`src/rtl/ct_pkg.sv`:
```
package ct_pkg;
  localparam int unsigned BUS_W        = 32;
  localparam int unsigned SHIFT_W      = 3;
  localparam int unsigned ENT_PEND_BIT = 12;
  localparam int unsigned ENT_MASK_BIT = 16;
  localparam int unsigned ENT_PER_BIT  = 17;

  typedef enum logic [1:0] {
    REG_ENTRY = 2'd0,
    REG_INIT  = 2'd1,
    REG_CUR   = 2'd2,
    REG_DIV   = 2'd3
  } reg_sel_e;

  // compressed code {b3,b1,b0} -> log2 of ratio; 111 wraps to /1
  function automatic logic [SHIFT_W-1:0] div_shift(input logic [2:0] idx);
    return SHIFT_W'(idx) + SHIFT_W'(1);
  endfunction
endpackage

```
`src/rtl/ct_regs.sv`:
```
module ct_regs
  import ct_pkg::*;
#(
  parameter int CNT_W = 32,
  parameter int VEC_W = 8
) (
  input  logic             clk,
  input  logic             rst,
  input  logic             sel,
  input  logic             wr,
  input  logic [1:0]       addr,
  input  logic [BUS_W-1:0] wdata,
  input  logic             pending,
  input  logic [CNT_W-1:0] cur,
  output logic [VEC_W-1:0] vector,
  output logic             mask,
  output logic             periodic,
  output logic [CNT_W-1:0] init_q,
  output logic [2:0]       div_idx,
  output logic             init_wr,
  output logic             cur_wr,
  output logic [BUS_W-1:0] rdata
);
  logic             wr_hit;
  logic [BUS_W-1:0] rd_mux;

  assign wr_hit  = sel & wr;
  assign init_wr = wr_hit && (reg_sel_e'(addr) == REG_INIT);
  assign cur_wr  = wr_hit && (reg_sel_e'(addr) == REG_CUR);

  always_comb begin
    rd_mux = '0;
    case (reg_sel_e'(addr))
      REG_ENTRY: begin
        rd_mux[VEC_W-1:0]   = vector;
        rd_mux[ENT_PEND_BIT] = pending;
        rd_mux[ENT_MASK_BIT] = mask;
        rd_mux[ENT_PER_BIT]  = periodic;
      end
      REG_INIT: rd_mux[CNT_W-1:0] = init_q;
      REG_CUR:  rd_mux[CNT_W-1:0] = cur;
      default: begin
        rd_mux[3]   = div_idx[2];
        rd_mux[1:0] = div_idx[1:0];
      end
    endcase
  end

  always_ff @(posedge clk) begin
    if (rst) begin
      vector   <= '0;
      mask     <= 1'b1;
      periodic <= 1'b0;
      init_q   <= '0;
      div_idx  <= '0;
      rdata    <= '0;
    end else begin
      if (wr_hit && reg_sel_e'(addr) == REG_ENTRY) begin
        vector   <= wdata[VEC_W-1:0];
        mask     <= wdata[ENT_MASK_BIT];
        periodic <= wdata[ENT_PER_BIT];
      end
      if (init_wr) init_q <= wdata[CNT_W-1:0];
      if (wr_hit && reg_sel_e'(addr) == REG_DIV)
        div_idx <= {wdata[3], wdata[1:0]};
      if (sel && !wr) rdata <= rd_mux;
    end
  end


  div_store_chk: assert property (@(posedge clk) disable iff (rst)
    (sel && !wr && reg_sel_e'(addr) == REG_DIV) |=> (rdata[2] == 1'b0 && rdata[BUS_W-1:4] == '0));
endmodule

```
`src/rtl/ct_prescaler.sv`:
```
module ct_prescaler
  import ct_pkg::*;
(
  input  logic       clk,
  input  logic       rst,
  input  logic       restart,
  input  logic [2:0] div_idx,
  output logic       tick
);
  localparam int PW = (1 << SHIFT_W) - 1;

  logic [PW-1:0]      cnt;
  logic [SHIFT_W-1:0] act_shift;
  logic [PW:0]        limit;

  assign limit = (({{PW{1'b0}}, 1'b1}) << act_shift) - 1'b1;
  assign tick  = ({1'b0, cnt} == limit);

  always_ff @(posedge clk) begin
    if (rst) begin
      cnt       <= '0;
      act_shift <= div_shift(3'd0);
    end else if (restart || tick) begin
      cnt       <= '0;
      act_shift <= div_shift(div_idx);
    end else begin
      cnt <= cnt + 1'b1;
    end
  end


  prs_range_chk: assert property (@(posedge clk) disable iff (rst)
    ({1'b0, cnt} <= limit));

  prs_ratio_hold_chk: assert property (@(posedge clk) disable iff (rst)
    (!restart && !tick) |=> $stable(act_shift));
endmodule

```
`src/rtl/ct_counter.sv`:
```
module ct_counter #(
  parameter int CNT_W = 32
) (
  input  logic             clk,
  input  logic             rst,
  input  logic             tick,
  input  logic             load_init,
  input  logic             load_cur,
  input  logic [CNT_W-1:0] load_val,
  input  logic [CNT_W-1:0] init_hold,
  input  logic             periodic,
  output logic [CNT_W-1:0] cur,
  output logic             expire
);
  localparam logic [CNT_W-1:0] ONE = CNT_W'(1);

  logic quiet;
  assign quiet  = !load_init && !load_cur;
  assign expire = quiet && tick && (cur == ONE);

  always_ff @(posedge clk) begin
    if (rst) begin
      cur <= '0;
    end else if (load_init || load_cur) begin
      cur <= load_val;
    end else if (tick && cur != '0) begin
      if (cur == ONE) cur <= periodic ? init_hold : '0;
      else            cur <= cur - ONE;
    end
  end


  zero_hold_chk: assert property (@(posedge clk) disable iff (rst)
    (quiet && cur == '0) |=> (cur == '0));

  step_chk: assert property (@(posedge clk) disable iff (rst)
    (quiet && cur > ONE) |=> (cur == $past(cur) || cur == $past(cur) - ONE));

  reload_chk: assert property (@(posedge clk) disable iff (rst)
    (expire && periodic) |=> (cur == $past(init_hold)));
endmodule

```
`src/rtl/core_countdown_timer.sv`:
```
module core_countdown_timer
  import ct_pkg::*;
#(
  parameter int CNT_W = 32,
  parameter int VEC_W = 8
) (
  input  logic             clk,
  input  logic             rst,
  input  logic             bus_sel,
  input  logic             bus_wr,
  input  logic [1:0]       bus_addr,
  input  logic [31:0]      bus_wdata,
  output logic [31:0]      bus_rdata,
  input  logic             irq_accept,
  output logic             irq_pulse,
  output logic [VEC_W-1:0] irq_vector,
  output logic             irq_pending
);
  logic [VEC_W-1:0] vector;
  logic             mask, periodic, init_wr, cur_wr, tick, expire, fire;
  logic [CNT_W-1:0] init_q, cur;
  logic [2:0]       div_idx;

  ct_regs #(.CNT_W(CNT_W), .VEC_W(VEC_W)) u_regs (
    .clk(clk), .rst(rst), .sel(bus_sel), .wr(bus_wr), .addr(bus_addr),
    .wdata(bus_wdata), .pending(irq_pending), .cur(cur),
    .vector(vector), .mask(mask), .periodic(periodic), .init_q(init_q),
    .div_idx(div_idx), .init_wr(init_wr), .cur_wr(cur_wr), .rdata(bus_rdata)
  );

  ct_prescaler u_prs (
    .clk(clk), .rst(rst), .restart(init_wr), .div_idx(div_idx), .tick(tick)
  );

  ct_counter #(.CNT_W(CNT_W)) u_cnt (
    .clk(clk), .rst(rst), .tick(tick), .load_init(init_wr), .load_cur(cur_wr),
    .load_val(bus_wdata[CNT_W-1:0]), .init_hold(init_q), .periodic(periodic),
    .cur(cur), .expire(expire)
  );

  assign fire = expire & ~mask;

  always_ff @(posedge clk) begin
    if (rst) begin
      irq_pulse   <= 1'b0;
      irq_vector  <= '0;
      irq_pending <= 1'b0;
    end else begin
      irq_pulse <= fire;
      if (fire) irq_vector <= vector;
      if (fire)            irq_pending <= 1'b1;
      else if (irq_accept) irq_pending <= 1'b0;
    end
  end


  mask_quiet_chk: assert property (@(posedge clk) disable iff (rst)
    irq_pulse |-> $past(!mask));

  pend_follow_chk: assert property (@(posedge clk) disable iff (rst)
    irq_pulse |-> irq_pending);

  pend_hold_chk: assert property (@(posedge clk) disable iff (rst)
    (irq_pending && !irq_accept) |=> irq_pending);

  zero_start_chk: assert property (@(posedge clk) disable iff (rst)
    (init_wr && bus_wdata[CNT_W-1:0] == '0) |=> !irq_pulse);
endmodule

```
`config.mk`:
```
export PLATFORM = sky130hd
export DESIGN_NAME = core_countdown_timer
export DESIGN_NICKNAME = d
export VERILOG_FILES = /design/src/rtl/ct_pkg.sv /design/src/rtl/ct_regs.sv /design/src/rtl/ct_prescaler.sv /design/src/rtl/ct_counter.sv /design/src/rtl/core_countdown_timer.sv
export SDC_FILE = /design/constraint.sdc
export NUM_CORES = 1
export LEC_CHECK = 0
export BUFFER_PORTS_ARGS = -buffer_cell sky130_fd_sc_hd__buf_2
export CELL_PAD_IN_SITES_DETAIL_PLACEMENT = 0
export CELL_PAD_IN_SITES_GLOBAL_PLACEMENT = 1
export CORE_MARGIN = 2
export CORE_UTILIZATION = 47
export CTS_CLUSTER_SIZE = 24
export DETAILED_ROUTE_END_ITERATION = 12
export PLACE_DENSITY = 0.92
export SLEW_MARGIN = 10
export SYNTH_ARGS = -nofsm -noshare
export SYNTH_HDL_FRONTEND = slang
export SYNTH_SLANG_ARGS = --single-unit
```
`constraint.sdc`:
```
create_clock -name clk -period 4.8 [get_ports clk]
set_input_delay 0.48 -clock clk [delete_from_list [all_inputs] [get_ports clk]]
set_output_delay 0.48 -clock clk [all_outputs]
set_load 0.005 [all_outputs]
```
==> flow_summary.yaml <==
cells_and_area:
  drive_gt1_share_pct: 15.3
  n_fill_cell: 1356
  final_nets: 939
  final_cells: 1081
  syn2layout_area_growth_pct: 13.8
  diodes: 0
die:
  rows: 43
  die_h_um: 124
  io_pins: 81
  die_area_um2: 15400
  core_um2: 14000
  die_x_um: 124
  initial_utilization_pct: 48.5
logic_synthesis:
  synth_top_family_by_area: "compound AO/OA/AOI/OAI gates"
  synthXorXnorAreaFrac_pct: 2.45
  ys_warn_count: 0
  synth.most_common_cell: "dfxtp_1"
  syn_area_um2: 6790
  synth_edf_count: 0
  yosys-top-cells-count: "dfxtp_1, nand2_1, nor2_1"
  synth_compound_area_share_pct: 25.1
  yosys.area_share.adder_pct: 2.03
  syn_nets: 912
  synth-async-reset-ratio_pct: 0
  synthTopCellsByArea: "dfxtp_1, nand2_1, a21oi_1"
  synth.avg_cell_area_um2: 7.87
  synth_mux_area_share_pct: 2.07
  synth_top_area_share_pct: 38.1
  synth_cell_types: 65
  ys_seq_area_share_pct: 38.1
  synthCells: 862
  synth-simple-area-share_pct: 24.0
  synthFlopType: "dfxtp_1"
  yosys.area.top_type: "dfxtp_1"
  ys_seq_elements: 129
timing:
  max_freq_ghz: 0.259
  hold_viol: 0
  final-max-slew-violation-count: 0
  finalCritPeriodShare_pct: 80.3
  setup_violations: 0
  rsz0062_at_grt: "false"
  finalClockSkew_ps: 4.65
  worstMarginPinSlew_ps: 1160
  period_minus_slack_ps: 3860
  max_slew_margin_pct: 23.0
  finalSetupTns_ps: 0
global_routing:
  grt_pass1_vias: 6282
  antenna_found_initial: 0
  overflow: 0
  top_usage_layer: "met2"
  met2_usage_pct: 42.7
  grt_pass1_wl_um: 32400
  grtUsageTotal_pct: 26.8
  global_route.usage.met1_pct: 36.1
  grt.met3_usage_pct: 5.68
  grt_max_degree: 91
route:
  dr.pass1.iters: 7
  wire_per_inst_um: 18.3
  drt_iter0_drc: 576
  vias_per_cell: 6.18
  drc_errors: 0
  routed_wl_um: 19800
  antenna_left: 0
  vias: 6679
setup_path:
  critPathCaptureType: "flip-flop"
  rr_worst_depth: 9
  cp_top_family: "compound AO/OA/AOI/OAI gates"
  crit_fanout: 32
  cp.arrival_ps: 4180
  slowest_delay_ps: 720
  cpMaxStageDelayCell: "a211o_1"
  crit_type: "flip-flop to flip-flop"
  critPathRequiredTime_ps: 5130
  startpoint_type: "flip-flop"
  worstPathCellList: "inv_1 -> or3_1 -> ha_1 -> xnor2_1 -> or4_1 -> a311o_1 -> a211o_1 -> a211o_1 -> a311oi_1"
  crit_buf_inv: 1
  cp_num_cells: 9
  cp_common_cell: "a211o_1"
power_and_ir_drop:
  power_density_nw_per_um2: 546
  total_leakage_power_nw: 2.93
  ir_worst_vdd_uv: 267
run_status:
  status: "finished clean"
clock_network:
  post_cts_resized: 0
  cts-root-buf: "clkbuf_16"
  clockBufferDepth: 2
  clock-sinks: 129
  cts_tree: "built"
  hold_buffers: 0
  cts_buffers: 17
  clk_latency_ps: 420
  post_cts_buffers: 0
  htreeDepth: 4
  path_clk_slew_ps: 60
placed_design:
  dp.cells: 1050
  hpwl_um: 12500
  gp_congestion: 0.883
  io_buffers: 80
min_path:
  whs_path_depth: 3
  min_path_type: "primary input to flip-flop"
run:
  drv_cap: 0
[cell families after synthesis]
family | Yosys count
AND/OR/NAND/NOR | 345
AO/OA/AOI/OAI | 245
flip-flops | 129
buffers and inverters | 99
XOR/XNOR | 19
multiplexers | 14
adder cells (fa/ha/maj) | 11
[registers in the layout, summed over array words and instances (netlist names)]
signal and count:
u_regs.init_q 32, u_regs.mask 1, u_regs.vector 8, u_regs.rdata 32
irq_pulse 1, irq_pending 1, u_regs.periodic 1, u_prs.cnt 7
u_prs.act_shift 3, irq_vector 8, u_cnt.cur 32, u_regs.div_idx 3
[final cells by class]
| type | count | area [µm²] | area share, % |
|---|---|---|---|
| multi-input combinational | 634 | 3790 | 49.0 |
| sequential | 129 | 2580 | 33.4 |
| timing repair buffer | 94 | 508 | 6.58 |
| clock buffer | 21 | 460 | 5.96 |
| tap | 180 | 225 | 2.92 |
| clock inverter | 10 | 111 | 1.44 |
| inverter | 13 | 48.8 | 0.632 |
[final timing paths]
kind / start / endpoint / slack [ps]
max reg2reg: u_prs.act_shift[0] / u_cnt.cur[23] / 940
max: u_prs.act_shift[0] / u_cnt.cur[23] / 940
min: bus_wdata[11] / u_cnt.cur[11] / 280
min reg2reg: u_regs.init_q[30] / u_regs.init_q[30] / 470
[worst register-to-register path: stages, from the launching register on]
cell and delay [ps]:
dfxtp_1 490, inv_1 100, or3_1 360, ha_1 300, xnor2_1 190, or4_1 540, a311o_1 410, a211o_1 720
a211o_1 420, a311oi_1 250
[power by group]
part / leakage [nW] / switching [mW] / internal, mW
Combinational: 1.61 / 0.978 / 0.606
Clock: 0.275 / 0.483 / 0.785
Sequential: 1.05 / 0.185 / 1.18
Total: 2.93 / 1.65 / 2.57
[through the flow]
step           utilization [%]  hold slack, ps  setup WS, ps  cell area, µm²  total power [mW]
2_1_floorplan                -             444          1540            6790              2.61
3_5_place_dp              51.1             460          1050            7150              2.93
6_report                  55.2             279           944            7720              4.22
5_1_grt                   55.2             289           634            7720              4.46
4_1_cts                   55.2             274           980            7720              4.20
3_3_place_gp              51.1             455          1120            7150              2.92
[placed cells by master (no fill, tap or decap), types with 9 or more instances in the layout]
| cell type | n |
|---|---|
| o31ai_1 | 10 |
| a21oi_1 | 80 |
| nor4_1 | 12 |
| dfxtp_1 | 129 |
| ha_1 | 11 |
| a22oi_1 | 27 |
| nor2_1 | 102 |
| nor3_1 | 27 |
| and3_1 | 12 |
| inv_1 | 13 |
| o21ai_0 | 21 |
| buf_4 | 15 |
| buf_2 | 79 |
| mux2i_1 | 14 |
| a22o_1 | 22 |
| clkbuf_16 | 17 |
| a222oi_1 | 11 |
| a311oi_1 | 20 |
| o211ai_1 | 9 |
| xnor2_1 | 14 |
| nand3_1 | 15 |
| nand2_1 | 124 |
[routing by layer]
metal | share of wire [%] | wire length (µm)
met5 | 0 | 0
met4 | 1.7 | 333
met3 | 7.2 | 1430
met2 | 47 | 9310
met1 | 44 | 8710
Note: power is estimated with default switching activity, not from simulation.
